### src/rtl/wdt2_pkg.sv
package wdt2_pkg;

    localparam int ADDR_W = 3;

    localparam logic [ADDR_W-1:0] ADDR_CTRL   = 3'd0;
    localparam logic [ADDR_W-1:0] ADDR_PERIOD = 3'd1;
    localparam logic [ADDR_W-1:0] ADDR_RELOAD = 3'd2;
    localparam logic [ADDR_W-1:0] ADDR_STAT1  = 3'd3;
    localparam logic [ADDR_W-1:0] ADDR_STAT2  = 3'd4;

    typedef enum logic [1:0] {
        ST_HALTED  = 2'd0,
        ST_ARMED   = 2'd1,
        ST_WARNED  = 2'd2,
        ST_TRIPPED = 2'd3
    } wdt_state_e;

    function automatic int word_bits(bit wide);
        return wide ? 16 : 8;
    endfunction

    function automatic int period_bits(bit wide);
        return wide ? 10 : 6;
    endfunction

    function automatic int period_reset(bit wide);
        return wide ? 613 : 39;
    endfunction

endpackage

### src/rtl/wdt2_regs.sv
module wdt2_regs
    import wdt2_pkg::*;
#(
    parameter int REG_W   = 16,
    parameter int PER_W   = 10,
    parameter int PER_RST = 613
) (
    input  logic              clk,
    input  logic              rst_n,
    input  logic              wr_en,
    input  logic [ADDR_W-1:0] wr_addr,
    input  logic [REG_W-1:0]  wr_data,
    input  logic [ADDR_W-1:0] rd_addr,
    output logic [REG_W-1:0]  rd_data,
    input  logic              set_first,
    input  logic              set_second,
    input  logic [PER_W-1:0]  count,
    output logic              halt,
    output logic [PER_W-1:0]  period
);

    logic             halt_q;
    logic [PER_W-1:0] per_q;
    logic             first_q;
    logic             second_q;
    logic             boot_q;

    logic wr_ctrl, wr_per, wr_st1, wr_st2;
    logic unused_wr_hi;

    assign wr_ctrl = wr_en && (wr_addr == ADDR_CTRL);
    assign wr_per  = wr_en && (wr_addr == ADDR_PERIOD);
    assign wr_st1  = wr_en && (wr_addr == ADDR_STAT1);
    assign wr_st2  = wr_en && (wr_addr == ADDR_STAT2);

    // upper word bits are read-only zero
    assign unused_wr_hi = ^wr_data[REG_W-1:PER_W];

    always_ff @(posedge clk or negedge rst_n) begin
        if (!rst_n) begin
            halt_q <= 1'b1;
            per_q  <= PER_W'(PER_RST);
        end else begin
            if (wr_ctrl) halt_q <= wr_data[0];
            if (wr_per)  per_q  <= wr_data[PER_W-1:0];
        end
    end

    // sticky flags: a set event wins over a clear in the same cycle
    always_ff @(posedge clk or negedge rst_n) begin
        if (!rst_n) begin
            first_q  <= 1'b0;
            second_q <= 1'b0;
            boot_q   <= 1'b1;
        end else begin
            first_q  <= set_first  || (first_q  && !(wr_st1 && wr_data[0]));
            second_q <= set_second || (second_q && !(wr_st2 && wr_data[0]));
            boot_q   <= boot_q && !(wr_st2 && wr_data[1]);
        end
    end

    always_comb begin
        rd_data = '0;
        unique case (rd_addr)
            ADDR_CTRL:   rd_data = REG_W'(halt_q);
            ADDR_PERIOD: rd_data = REG_W'(per_q);
            ADDR_RELOAD: rd_data = REG_W'(count);
            ADDR_STAT1:  rd_data = REG_W'(first_q);
            ADDR_STAT2:  rd_data = REG_W'({boot_q, second_q});
            default:     rd_data = '0;
        endcase
    end

    assign halt   = halt_q;
    assign period = per_q;

endmodule

### src/rtl/wdt2_counter.sv
module wdt2_counter #(
    parameter int PER_W   = 10,
    parameter int PER_RST = 613
) (
    input  logic             clk,
    input  logic             rst_n,
    input  logic             load,
    input  logic             advance,
    input  logic [PER_W-1:0] period,
    output logic [PER_W-1:0] count,
    output logic             expire
);

    logic [PER_W-1:0] cnt_q;

    assign expire = advance && (cnt_q <= PER_W'(1));

    always_ff @(posedge clk or negedge rst_n) begin
        if (!rst_n) begin
            cnt_q <= PER_W'(PER_RST);
        end else if (load || expire) begin
            cnt_q <= period;
        end else if (advance) begin
            cnt_q <= cnt_q - PER_W'(1);
        end
    end

    assign count = cnt_q;

endmodule

### src/rtl/wdt2_fsm.sv
module wdt2_fsm
    import wdt2_pkg::*;
(
    input  logic clk,
    input  logic rst_n,
    input  logic ctrl_wr,
    input  logic halt_val,
    input  logic reload_wr,
    input  logic expire,
    input  logic no_reboot,
    input  logic gl_en,
    input  logic wd_en,
    output logic running,
    output logic first_hit,
    output logic second_hit,
    output logic evt_out,
    output logic rst_req
);

    wdt_state_e state_q, state_n;

    assign running    = (state_q == ST_ARMED) || (state_q == ST_WARNED);
    assign first_hit  = expire && (state_q == ST_ARMED);
    assign second_hit = expire && (state_q == ST_WARNED);

    always_ff @(posedge clk or negedge rst_n) begin
        if (!rst_n) state_q <= ST_HALTED;
        else        state_q <= state_n;
    end

    always_comb begin
        state_n = state_q;
        unique case (state_q)
            ST_HALTED: begin
                if (ctrl_wr && !halt_val) state_n = ST_ARMED;
            end
            ST_ARMED: begin
                if (ctrl_wr && halt_val) state_n = ST_HALTED;
                else if (expire)         state_n = ST_WARNED;
            end
            ST_WARNED: begin
                if (ctrl_wr)        state_n = halt_val ? ST_HALTED : ST_ARMED;
                else if (reload_wr) state_n = ST_ARMED;
                else if (expire)    state_n = no_reboot ? ST_ARMED : ST_TRIPPED;
            end
            ST_TRIPPED: state_n = ST_TRIPPED;
            default:    state_n = ST_HALTED;
        endcase
    end

    always_ff @(posedge clk or negedge rst_n) begin
        if (!rst_n) begin
            evt_out <= 1'b0;
            rst_req <= 1'b0;
        end else begin
            evt_out <= first_hit && gl_en && wd_en;
            rst_req <= (state_n == ST_TRIPPED);
        end
    end

endmodule

### src/rtl/dual_stage_wdt.sv
module dual_stage_wdt
    import wdt2_pkg::*;
#(
    parameter bit WIDE_MODE = 1'b1,
    localparam int REG_W   = word_bits(WIDE_MODE),
    localparam int PER_W   = period_bits(WIDE_MODE),
    localparam int PER_RST = period_reset(WIDE_MODE)
) (
    input  logic              clk,
    input  logic              rst_n,
    input  logic              tick_en,
    input  logic              wr_en,
    input  logic [ADDR_W-1:0] wr_addr,
    input  logic [REG_W-1:0]  wr_data,
    input  logic [ADDR_W-1:0] rd_addr,
    output logic [REG_W-1:0]  rd_data,
    input  logic              no_reboot_strap,
    input  logic              evt_global_en,
    input  logic              evt_wdog_en,
    output logic              timeout_evt,
    output logic              sys_rst_req
);

    logic             ctrl_wr, reload_wr, service;
    logic             halt_w, run_w, advance_w, expire_w;
    logic             first_w, second_w;
    logic [PER_W-1:0] period_w, cnt_w;

    assign ctrl_wr   = wr_en && (wr_addr == ADDR_CTRL);
    assign reload_wr = wr_en && (wr_addr == ADDR_RELOAD);
    assign service   = ctrl_wr || reload_wr;
    assign advance_w = run_w && tick_en && !service;

    wdt2_regs #(.REG_W(REG_W), .PER_W(PER_W), .PER_RST(PER_RST)) u_regs (
        .clk        (clk),
        .rst_n      (rst_n),
        .wr_en      (wr_en),
        .wr_addr    (wr_addr),
        .wr_data    (wr_data),
        .rd_addr    (rd_addr),
        .rd_data    (rd_data),
        .set_first  (first_w),
        .set_second (second_w),
        .count      (cnt_w),
        .halt       (halt_w),
        .period     (period_w)
    );

    wdt2_counter #(.PER_W(PER_W), .PER_RST(PER_RST)) u_counter (
        .clk     (clk),
        .rst_n   (rst_n),
        .load    (reload_wr),
        .advance (advance_w),
        .period  (period_w),
        .count   (cnt_w),
        .expire  (expire_w)
    );

    wdt2_fsm u_fsm (
        .clk        (clk),
        .rst_n      (rst_n),
        .ctrl_wr    (ctrl_wr),
        .halt_val   (wr_data[0]),
        .reload_wr  (reload_wr),
        .expire     (expire_w),
        .no_reboot  (no_reboot_strap),
        .gl_en      (evt_global_en),
        .wd_en      (evt_wdog_en),
        .running    (run_w),
        .first_hit  (first_w),
        .second_hit (second_w),
        .evt_out    (timeout_evt),
        .rst_req    (sys_rst_req)
    );

endmodule

### config.mk
export PLATFORM = sky130hd
export DESIGN_NAME = dual_stage_wdt
export DESIGN_NICKNAME = d
export VERILOG_FILES = /design/src/rtl/wdt2_pkg.sv /design/src/rtl/wdt2_regs.sv /design/src/rtl/wdt2_counter.sv /design/src/rtl/wdt2_fsm.sv /design/src/rtl/dual_stage_wdt.sv
export SDC_FILE = /design/constraint.sdc
export NUM_CORES = 1
export LEC_CHECK = 0
export CAP_MARGIN = 30
export CORE_AREA = 5 5 72 106
export DETAILED_ROUTE_END_ITERATION = 8
export DIE_AREA = 0 0 77 111
export DONT_BUFFER_PORTS = 1
export SLEW_MARGIN = 40
export SYNTH_ARGS = -nofsm -noshare
export SYNTH_HDL_FRONTEND = slang
export SYNTH_SLANG_ARGS = --single-unit
### constraint.sdc
create_clock -name clk -period 3.4 [get_ports clk]
set_clock_uncertainty 0.05 [all_clocks]
set_input_delay 1.02 -clock clk [delete_from_list [all_inputs] [get_ports clk]]
set_output_delay 1.02 -clock clk [all_outputs]
set_load 0.02 [all_outputs]
Word-level counts from Yosys, hierarchy flattened

Index checks and enable logic that the tools add are counted.

Bits in registers: 28
Input bits: 29
Output and inout port bits: 18

Muxes and demuxes: 12
Equality and inequality tests: 12
Add/sub/neg operators: 1
Order comparisons: 1
Reduce and logical (&&, ||, !) cells: 34

Operators by type and width:

| kind                                                  | count |
|---|---|
| one-hot mux 10 bit (5 select lines)                   | 1 |
| logical AND 1 bit                                     | 20 |
| two-way mux 10 bit                                    | 2 |
| two-way mux 2 bit                                     | 7 |
| == test 3 x 2 -> 1 bit (second input constant)        | 4 |
| <= comparator 10 x 1 -> 1 bit (second input constant) | 1 |
| subtractor 10 x 1 -> 10 bit (second input constant)   | 1 |
| one-hot mux 2 bit (4 select lines)                    | 1 |
| == test 2 bit (second input constant)                 | 3 |
| == test 3 x 1 -> 1 bit (second input constant)        | 2 |
| == test 3 bit (second input constant)                 | 2 |
| zero test 3 bit                                       | 2 |
| zero test 1 bit                                       | 5 |
| logical OR 1 bit                                      | 5 |
| == test 2 x 1 -> 1 bit (second input constant)        | 1 |
| zero test 2 bit                                       | 1 |
| nonzero test 2 bit                                    | 1 |
| two-way mux 1 bit                                     | 1 |

Logic depth before layout (Yosys ltp)

Gate-level depths: netlist of the first run.

Depth after elaboration: 11
Gate-level depth with buffers: 7
Gate-level depth less buffers: 7

Hierarchy

Synthesis of the first run repeated with hierarchy kept, for this count alone.

Cell total of the unflattened synthesis: 192
Area total of the unflattened synthesis: 1908.1 sq um

Modules (own cells, without submodules):

| module         | area each (sq um) | instances | cells each | seq. area each (sq um) |
|---|---|---|---|---|
| wdt2_regs      | 840.8             | 1         | 74         | 359.1 |
| wdt2_counter   | 742.0             | 1         | 83         | 256.5 |
| wdt2_fsm       | 299.0             | 1         | 30         | 100.1 |
| dual_stage_wdt | 26.3              | 1         | 5          | 0.0 |

Worst setup path before layout of the first run

OpenSTA, ideal clock, no wires.

Path type: input -> output
Start: input port rd_addr[2]
End: output port rd_data[1]
Data required time: 2.330 ns
Arrival: 1.832 ns
Cell stages on the path: 2
Path slack: 0.498 ns
Path through: clkbuf_1 -> o32ai_1

Longest elaborated chain between the ends: 2

RTL lines:

| what                                    | RTL line             | text |
|---|---|---|
| start, declared                         | dual_stage_wdt.sv:15 | `input logic [ADDR_W-1:0] rd_addr,` |
| == test 3 bit (tied with other cells)   | wdt2_regs.sv:64      | `unique case (rd_addr)` |
| one-hot mux 10 bit (5 select lines) (*) | wdt2_regs.sv:64      |  |
| end, declared                           | dual_stage_wdt.sv:16 | `output logic [REG_W-1:0] rd_data,` |

Every way passes the cells marked *; elsewhere a longest branch is shown, timed or not.

Final worst setup path of the first run

Start: input port rd_addr[0]
End: output port rd_data[8]

Same word-level chain as after synthesis.

==> flow_metrics.env, run 1 <==
export IMPL_hpwl_um=3730
export IMPL_ios=47
export IMPL_critPathRequiredTime_ps=2330
export IMPL_syn_cell_area_um2=1900
export IMPL_fin_util=0.311
export IMPL_synth_top_family_by_area="compound AO/OA/AOI/OAI gates"
export IMPL_yosysMostFrequentCell="nor2_1"
export IMPL_grt_usage=0.109
export IMPL_route_detailed_drc=0
export IMPL_hold_viol_final=0
export IMPL_cts_buffers_inserted=3
export IMPL_fin_crit_sh=0.828
export IMPL_max_stage_delay_ps=340
export IMPL_cts_root_buf="clkbuf_8"
export IMPL_drv_slew=0
export IMPL_min_period_ps=2810
export IMPL_stdcell_area_um2=2030
export IMPL_grt_max_degree=29
export IMPL_finalSetupViolCount=0
export IMPL_synth_compound_area_frac=0.230
export IMPL_clkTransAtPathRegs_ps=100
export IMPL_fin_nets=230
export IMPL_post_cts_buffers=0
export IMPL_die_w_um=77
export IMPL_status="finished, final reports clean"
export IMPL_pwr_density_cell_nw_per_um2=615
export IMPL_dr_pass1_iters=4
export IMPL_ctsResizeCount=0
export IMPL_cp_arrival_ps=1740
export IMPL_synth_top_area_cell="dfrtp_1"
export IMPL_die_h_um=111
export IMPL_reg2regPathDepth=6
export IMPL_drive_gt1_frac=0.263
export IMPL_synth_edf_count=0
export IMPL_synth_xor_area_frac=0
export IMPL_antenna_found_initial=0
export IMPL_rsz0062_at_grt="no"
export IMPL_synth_seq_area_share=0.376
export IMPL_rows=36
export IMPL_multi_input_area_um2=1080
export IMPL_whs_ps=369
export IMPL_vias_per_cell=5.53
export IMPL_io_buffers=0
export IMPL_synth_simple_gate_area_frac=0.230
export IMPL_endpoint_kind="primary output"
export IMPL_syn_avg_cell_area_um2=9.91
export IMPL_ir_drop_mv=0.198
export IMPL_critical_path_class="input pin to primary output"
export IMPL_async_reset_ff_frac=1.00
export IMPL_fin_setup_tns_ps=0
export IMPL_drv_cap=0
export IMPL_min_path_type="input pin to asynchronous set/reset pin"
export IMPL_critPathSlowestCell="nor2_1"
export IMPL_num_vias=1493
export IMPL_postSynthCellCount=192
export IMPL_critPathLaunchType="input pin"
export IMPL_area_growth_pct=6.97
export IMPL_ff_latch_area_um2=716
export IMPL_gp_congestion=0.854
export IMPL_diodes=0
export IMPL_r2r_start="u_counter.count[0]"
export IMPL_synth_common_cells="20 x nor2_1, 16 x dfrtp_1, 13 x nand2_1"
export IMPL_ys_top_cells_by_area="dfrtp_1 21%, dfstp_2 17%, mux2_2 5.9%"
export IMPL_synth_ff_type="dfrtp_1"
export IMPL_place_area_um2=1960
export IMPL_timing_fmax_mhz=355
export IMPL_dieArea_um2=8550
export IMPL_grt_overflow=0
export IMPL_antenna_left=0
export IMPL_grt_pass1_wl_um=7660
export IMPL_cp_max_fo=8
export IMPL_rrSetupSlack_ps=1330
export IMPL_cts_max_level=1
export IMPL_synth_cell_types=57
export IMPL_nFillCells=666
export IMPL_synthMuxAreaShare=0.0592
export IMPL_clk_path_buf_depth=2
export IMPL_coreArea_um2=6530
export IMPL_yosys_warnings=0
export IMPL_crit_chain="nor2b_1 > buf_4 > a22oi_1 > nor2_1"
export IMPL_worstSkewPairLatency_ps=280
export IMPL_cts_sinks=28
export IMPL_routedWlPerCell_um=17.7
export IMPL_hold_buffers=0
export IMPL_dr_first_iter_drc_count=69
export IMPL_tritoncts="yes"
export IMPL_wl_um=4790
export IMPL_start_util=0.291
export IMPL_grt_pass1_vias=1472
export IMPL_synth_top_cell_area_share=0.211
export IMPL_leakagePower_uw=0.000746
export IMPL_r2r_end="u_fsm.rst_req"
export IMPL_synth_seq_cells=28
export IMPL_synth_adder_area_share=0.0395
## how the worst max path moves through the flow
stage                     from          to  slack (ps)  cells past startpoint
finish              rd_addr[0]  rd_data[8]         590                      4
global route        rd_addr[0]  rd_data[8]         540                      4
CTS                 rd_addr[0]  rd_data[8]         590                      4
detailed placement  rd_addr[0]  rd_data[8]         590                      4
global placement    rd_addr[0]  rd_data[8]         580                      4
floorplan           rd_addr[2]  rd_data[1]         500                      2
## state kept, by name, indices dropped and copies added (netlist names)
register / count
u_fsm.evt_out: 1
u_regs.period: 10
u_fsm.state_q: 2
u_regs.boot_q: 1
u_regs.second_q: 1
u_fsm.rst_req: 1
u_regs.first_q: 1
u_regs.halt: 1
u_counter.count: 10
## cells by family after synthesis
logic type | after synthesis
other | 1
adder cells (fa/ha/maj) | 6
buffers and inverters | 20
AND/OR/NAND/NOR | 74
flip-flops | 28
AO/OA/AOI/OAI | 53
multiplexers | 10
## power breakdown
group          internal (uW)  switching (uW)  leakage [uW]
Sequential               450             121      0.000332
Clock                    158             113     0.0000357
Combinational            172             239      0.000379
## stage by stage
step	setup WS, ps	total power (uW)	std cells
3_3_place_gp	583	976	266
4_1_cts	589	1260	270
3_5_place_dp	589	987	266
6_report	586	1250	270
2_1_floorplan	498	898	197
5_1_grt	539	1320	270
## critical path: cells and delay by family
| kind | cells | cell delay, ps |
|---|---|---|
| simple gates | 2 | 440 |
| buf+inv | 1 | 170 |
| compound gates | 1 | 110 |
## routing by layer
layer | GRT usage | routed length, um | vias to the layer above
met5 | 0 | 0 | -
met4 | 0.0264 | 32 | 0
met3 | 0.0220 | 235 | 5
met2 | 0.203 | 2620 | 36
met1 | 0.123 | 1900 | 733
li1 | - | - | 719
## layout by cell type (no fill, tap or decap), types with 5 or more instances in the layout
cell,n
a22oi_1,12
buf_4,5
conb_1,6
dfrtp_1,16
dfstp_2,12
ha_1,6
inv_1,8
mux2_2,10
nand2_1,13
nand3_1,6
nand4_1,5
nor2_1,20
nor2b_1,5
nor3_1,6
o21ai_0,7
## cell type report
cell class / count / area share
multi-input combinational: 149 / 0.533
sequential: 28 / 0.352
clock buffer: 3 / 0.0203
inverter: 8 / 0.0148
clock inverter: 1 / 0.0148
timing repair buffer: 5 / 0.0185
tap: 76 / 0.0467
Power figures use the tool's default switching activity.
==> run 2: changes to the inputs <==
==> constraint.sdc (replaced) <==
create_clock -name clk -period 2.45 [get_ports clk]
set_clock_uncertainty 0.05 [all_clocks]
set_input_delay 0.735 -clock clk [delete_from_list [all_inputs] [get_ports clk]]
set_output_delay 0.735 -clock clk [all_outputs]
set_load 0.02 [all_outputs]
==> flow_metrics.env, run 2 (same netlist as run 1, synthesis figures left out) <==
export IMPL_die_h_um=111
export IMPL_rsz0062_at_grt="no"
export IMPL_dieArea_um2=8550
export IMPL_drive_gt1_frac=0.291
export IMPL_start_util=0.291
export IMPL_routedWlPerCell_um=17.5
export IMPL_rows=36
export IMPL_drv_slew=0
export IMPL_dr_first_iter_drc_count=87
export IMPL_gp_congestion=0.880
export IMPL_final_common_cell="nor2_1"
export IMPL_leakagePower_uw=0.000776
export IMPL_cts_root_buf="clkbuf_8"
export IMPL_final_cell_mix="20 x nor2_1, 16 x dfrtp_1, 13 x nand2_1"
export IMPL_critPathRequiredTime_ps=1660
export IMPL_hold_viol_final=0
export IMPL_clkTransAtPathRegs_ps=100
export IMPL_hpwl_um=3790
export IMPL_dr_pass1_iters=4
export IMPL_num_vias=1503
export IMPL_coreArea_um2=6530
export IMPL_fin_crit_sh=0.940
export IMPL_place_area_um2=2000
export IMPL_die_w_um=77
export IMPL_min_path_type="input pin to asynchronous set/reset pin"
export IMPL_critical_path_class="flop to primary output"
export IMPL_tritoncts="yes"
export IMPL_dp_slack_ps=-59.5
export IMPL_cts_buffers_inserted=3
export IMPL_antenna_found_initial=0
export IMPL_grt_pass1_wl_um=7990
export IMPL_grt_pass1_vias=1529
export IMPL_diodes=0
export IMPL_endpoint_kind="primary output"
export IMPL_pwr_density_cell_nw_per_um2=841
export IMPL_timing_fmax_mhz=434
export IMPL_cts_sinks=28
export IMPL_cts_max_level=1
export IMPL_min_period_ps=2300
export IMPL_cp_max_fo=5
export IMPL_fin_util=0.318
export IMPL_ir_drop_mv=0.256
export IMPL_cp_arrival_ps=1520
export IMPL_antenna_left=0
export IMPL_vias_per_cell=5.47
export IMPL_area_growth_pct=9.21
export IMPL_grt_overflow=0
export IMPL_nFillCells=667
export IMPL_ios=47
export IMPL_fin_nets=235
export IMPL_route_detailed_drc=0
export IMPL_drv_cap=0
export IMPL_worstSkewPairLatency_ps=280
export IMPL_clk_path_buf_depth=2
export IMPL_wl_um=4800
export IMPL_critPathLaunchType="flop"
export IMPL_grt_max_degree=29
export IMPL_finalSetupViolCount=0
export IMPL_grt_usage=0.111
export IMPL_io_buffers=0
export IMPL_fin_setup_tns_ps=0
export IMPL_final_setup_worst_slack_ps=147
export IMPL_status="finished, final reports clean"
export IMPL_stdcell_area_um2=2080
run 2: changes by cell type in the layout (fill, tap and decap cells not counted), sizes merged:
cell  delta
buf      +5
run 2: final timing paths:
check / start / end / slack (ps) / cells after the start
max: u_counter.count[0] / rd_data[0] / 150 / 5
min: rst_n / u_fsm.state_q[0] / 90 / 0
max reg2reg: u_counter.count[0] / u_fsm.rst_req / 390 / 6
min reg2reg: u_regs.boot_q / u_regs.boot_q / 410 / 2
max in group asynchronous: rst_n / u_counter.count[6] / 2090 / 0
min in group clk: u_regs.boot_q / u_regs.boot_q / 410 / 2
run 2: per-layer routing:
metal  vias to the layer above  wire length [um]  track usage  part of all wire
li1                        727                 -            -                 -
met1                       737              1920        0.128              0.40
met2                        33              2620        0.209              0.55
met3                         6               228       0.0220             0.047
met4                         0                38       0.0206            0.0079
met5                         -                 0            0                 0
run 2: through the flow:
stage | cells | power [uW] | hold slack, ps
finish | 275 | 1750 | 87.6
global route | 275 | 1860 | 68.1
CTS | 275 | 1760 | 80.0
detailed placement | 271 | 1380 | 390
global placement | 271 | 1360 | 389
floorplan | 197 | 1250 | 374
run 2: final cells by class:
| cell class | count | area [um^2] | share of cell area |
|---|---|---|---|
| inverters | 8 | 30.0 | 0.0145 |
| repair buffers | 10 | 75.1 | 0.0361 |
| clock inverters | 1 | 30.0 | 0.0145 |
| multi-input cells | 149 | 1090 | 0.525 |
| flip-flops and latches | 28 | 716 | 0.345 |
| well taps | 76 | 95.1 | 0.0458 |
| clock buffers | 3 | 41.3 | 0.0199 |
run 2: power by group:
group          switching [uW]  leakage [uW]  internal (uW)  total, uW
logic                     338      0.000408            250        589
registers                 163      0.000332            624        787
clock network             152     0.0000357            219        371
total                     653      0.000776           1090       1750
run 2: timing repair:
action	4_1_cts	5_1_grt
resized for setup	2	1
hold buffers	0	0
endpoints found under the setup margin	8	1
setup buffers	0	0
gates cloned	0	0
pin swaps	0	1
run 2: critical path, cell delays in order (launching register included):
cell and delay, ps:
dfstp_2 570, inv_1 90, o21ai_1 130, a22oi_1 100
o22ai_1 190, buf_4 170
==> run 3: changes to the inputs <==
--- a/config.mk
+++ b/config.mk
@@ -6,9 +6,9 @@
 export NUM_CORES = 1
 export LEC_CHECK = 0
 export CAP_MARGIN = 30
-export CORE_AREA = 5 5 72 106
+export CORE_AREA = 5 5 63 121
 export DETAILED_ROUTE_END_ITERATION = 8
-export DIE_AREA = 0 0 77 111
+export DIE_AREA = 0 0 68 126
 export DONT_BUFFER_PORTS = 1
 export SLEW_MARGIN = 40
 export SYNTH_ARGS = -nofsm -noshare
==> flow_metrics.env, run 3 (same netlist as run 1, synthesis figures left out) <==
export IMPL_fin_crit_sh=0.956
export IMPL_coreArea_um2=6570
export IMPL_io_buffers=0
export IMPL_combPwrFrac=0.330
export IMPL_dr_pass1_iters=4
export IMPL_p_seq_frac=0.438
export IMPL_vias_per_cell=5.38
export IMPL_critPathRequiredTime_ps=1660
export IMPL_tritoncts="yes"
export IMPL_dieArea_um2=8570
export IMPL_wl_met3_um=268
export IMPL_routedLengthMet1_um=1530
export IMPL_pwr_density_cell_nw_per_um2=857
export IMPL_finalSetupViolCount=0
export IMPL_hold_viol_final=0
export IMPL_gp_congestion=0.803
export IMPL_critPathLaunchType="flop"
export IMPL_grt_pass1_wl_um=8140
export IMPL_ir_drop_mv=0.240
export IMPL_min_path_type="input pin to asynchronous set/reset pin"
export IMPL_leakagePower_uw=0.000788
export IMPL_fin_nets=236
export IMPL_hold_buffers=0
export IMPL_routedWlPerCell_um=18.2
export IMPL_critical_path_class="flop to primary output"
export IMPL_worstSkewPairLatency_ps=270
export IMPL_p_sw_uw=685
export IMPL_cp_max_fo=5
export IMPL_rows=42
export IMPL_clkTransAtPathRegs_ps=70
export IMPL_diodes=0
export IMPL_timing_fmax_mhz=427
export IMPL_grt_max_degree=29
export IMPL_whs_ps=100
export IMPL_max_stage_delay_ps=560
export IMPL_p_int_uw=1130
export IMPL_drive_gt1_frac=0.290
export IMPL_die_w_um=68
export IMPL_grt_pass1_vias=1639
export IMPL_hpwl_um=4190
export IMPL_route_detailed_drc=0
export IMPL_rsz0062_at_grt="no"
export IMPL_dr_first_iter_drc_count=44
export IMPL_clk_path_buf_depth=2
export IMPL_start_util=0.290
export IMPL_antenna_left=0
export IMPL_r2r_start="u_counter.count[0]"
export IMPL_p_clk_frac=0.232
export IMPL_drv_slew=0
export IMPL_status="finished, final reports clean"
export IMPL_grt_overflow=0
export IMPL_area_growth_pct=11.2
export IMPL_wl_um=5240
export IMPL_cp_arrival_ps=1560
export IMPL_grt_usage=0.129
export IMPL_cts_max_level=1
export IMPL_swShare=0.378
export IMPL_worstSetupStartpoint="u_counter.count[0]"
export IMPL_drv_cap=0
export IMPL_die_h_um=126
export IMPL_top_layer="met4"
export IMPL_endpoint_kind="primary output"
export IMPL_min_period_ps=2340
export IMPL_cts_buffers_inserted=3
export IMPL_antenna_found_initial=0
export IMPL_critPathSlowestCell="dfstp_2"
export IMPL_num_vias=1549
export IMPL_crit_chain="inv_1 > o21ai_0 > a22oi_1 > o22ai_1 > buf_4"
export IMPL_final_cell_mix="20 x nor2_1, 16 x dfrtp_1, 13 x nand2_1"
export IMPL_cts_sinks=28
export IMPL_ios=47
export IMPL_fin_util=0.322
export IMPL_met2RoutedLength_um=3280
export IMPL_cts_root_buf="clkbuf_16"
export IMPL_final_common_cell="nor2_1"
[run 3: power by group through the flow]
stage	Clock (uW)	Combinational, uW	Sequential, uW
finish	421	597	794
global route	441	654	811
CTS	431	599	794
detailed placement	0	595	802
global placement	0	585	797
floorplan	0	503	743
[run 3: final timing paths]
check / to / cells past startpoint / slack, ps
max: rd_data[0] / 5 / 110
min: u_fsm.rst_req / 0 / 100
max reg2reg: u_counter.count[6] / 6 / 310
min reg2reg: u_regs.boot_q / 2 / 400
max in group asynchronous: u_regs.period[0] / 0 / 2070
min in group clk: u_regs.boot_q / 2 / 400
[run 3: per-stage QoR]
stage	instance area (um^2)	TNS, ps	std cells	total power [uW]	setup WS (ps)
2_1_floorplan	1920	0	197	1250	118
3_3_place_gp	2020	-693	284	1380	-111
3_5_place_dp	2020	-817	284	1400	-131
4_1_cts	2110	0	288	1820	105
5_1_grt	2110	0	288	1910	41.9
6_report	2110	0	288	1810	108
[run 3: critical path: cells and delay by family (launching register included)]
kind | cells | cell delay (ps)
buffers and inverters | 2 | 250
AO/OA/AOI/OAI | 3 | 460
flip-flops | 1 | 560
[run 3: cell type report]
type	count	area, um^2
flip-flops and latches	28	716
multi-input cells	149	1090
clock buffers	4	88.8
inverters	8	30.0
repair buffers	11	82.6
well taps	88	110
fillers	689	4450
[run 3: timing repair]
action / CTS / global route
buffers inserted: 0 / 0
endpoints found under the setup margin: 8 / 0
hold endpoints to repair: 0 / 0
gates resized for setup: 1 / 0
[run 3: per-layer routing]
layer / vias to the layer above / GRT usage
met2: 55 / 0.259
met1: 753 / 0.104
met5: - / 0
met4: 0 / 0.0680
met3: 16 / 0.0294
li1: 725 / -
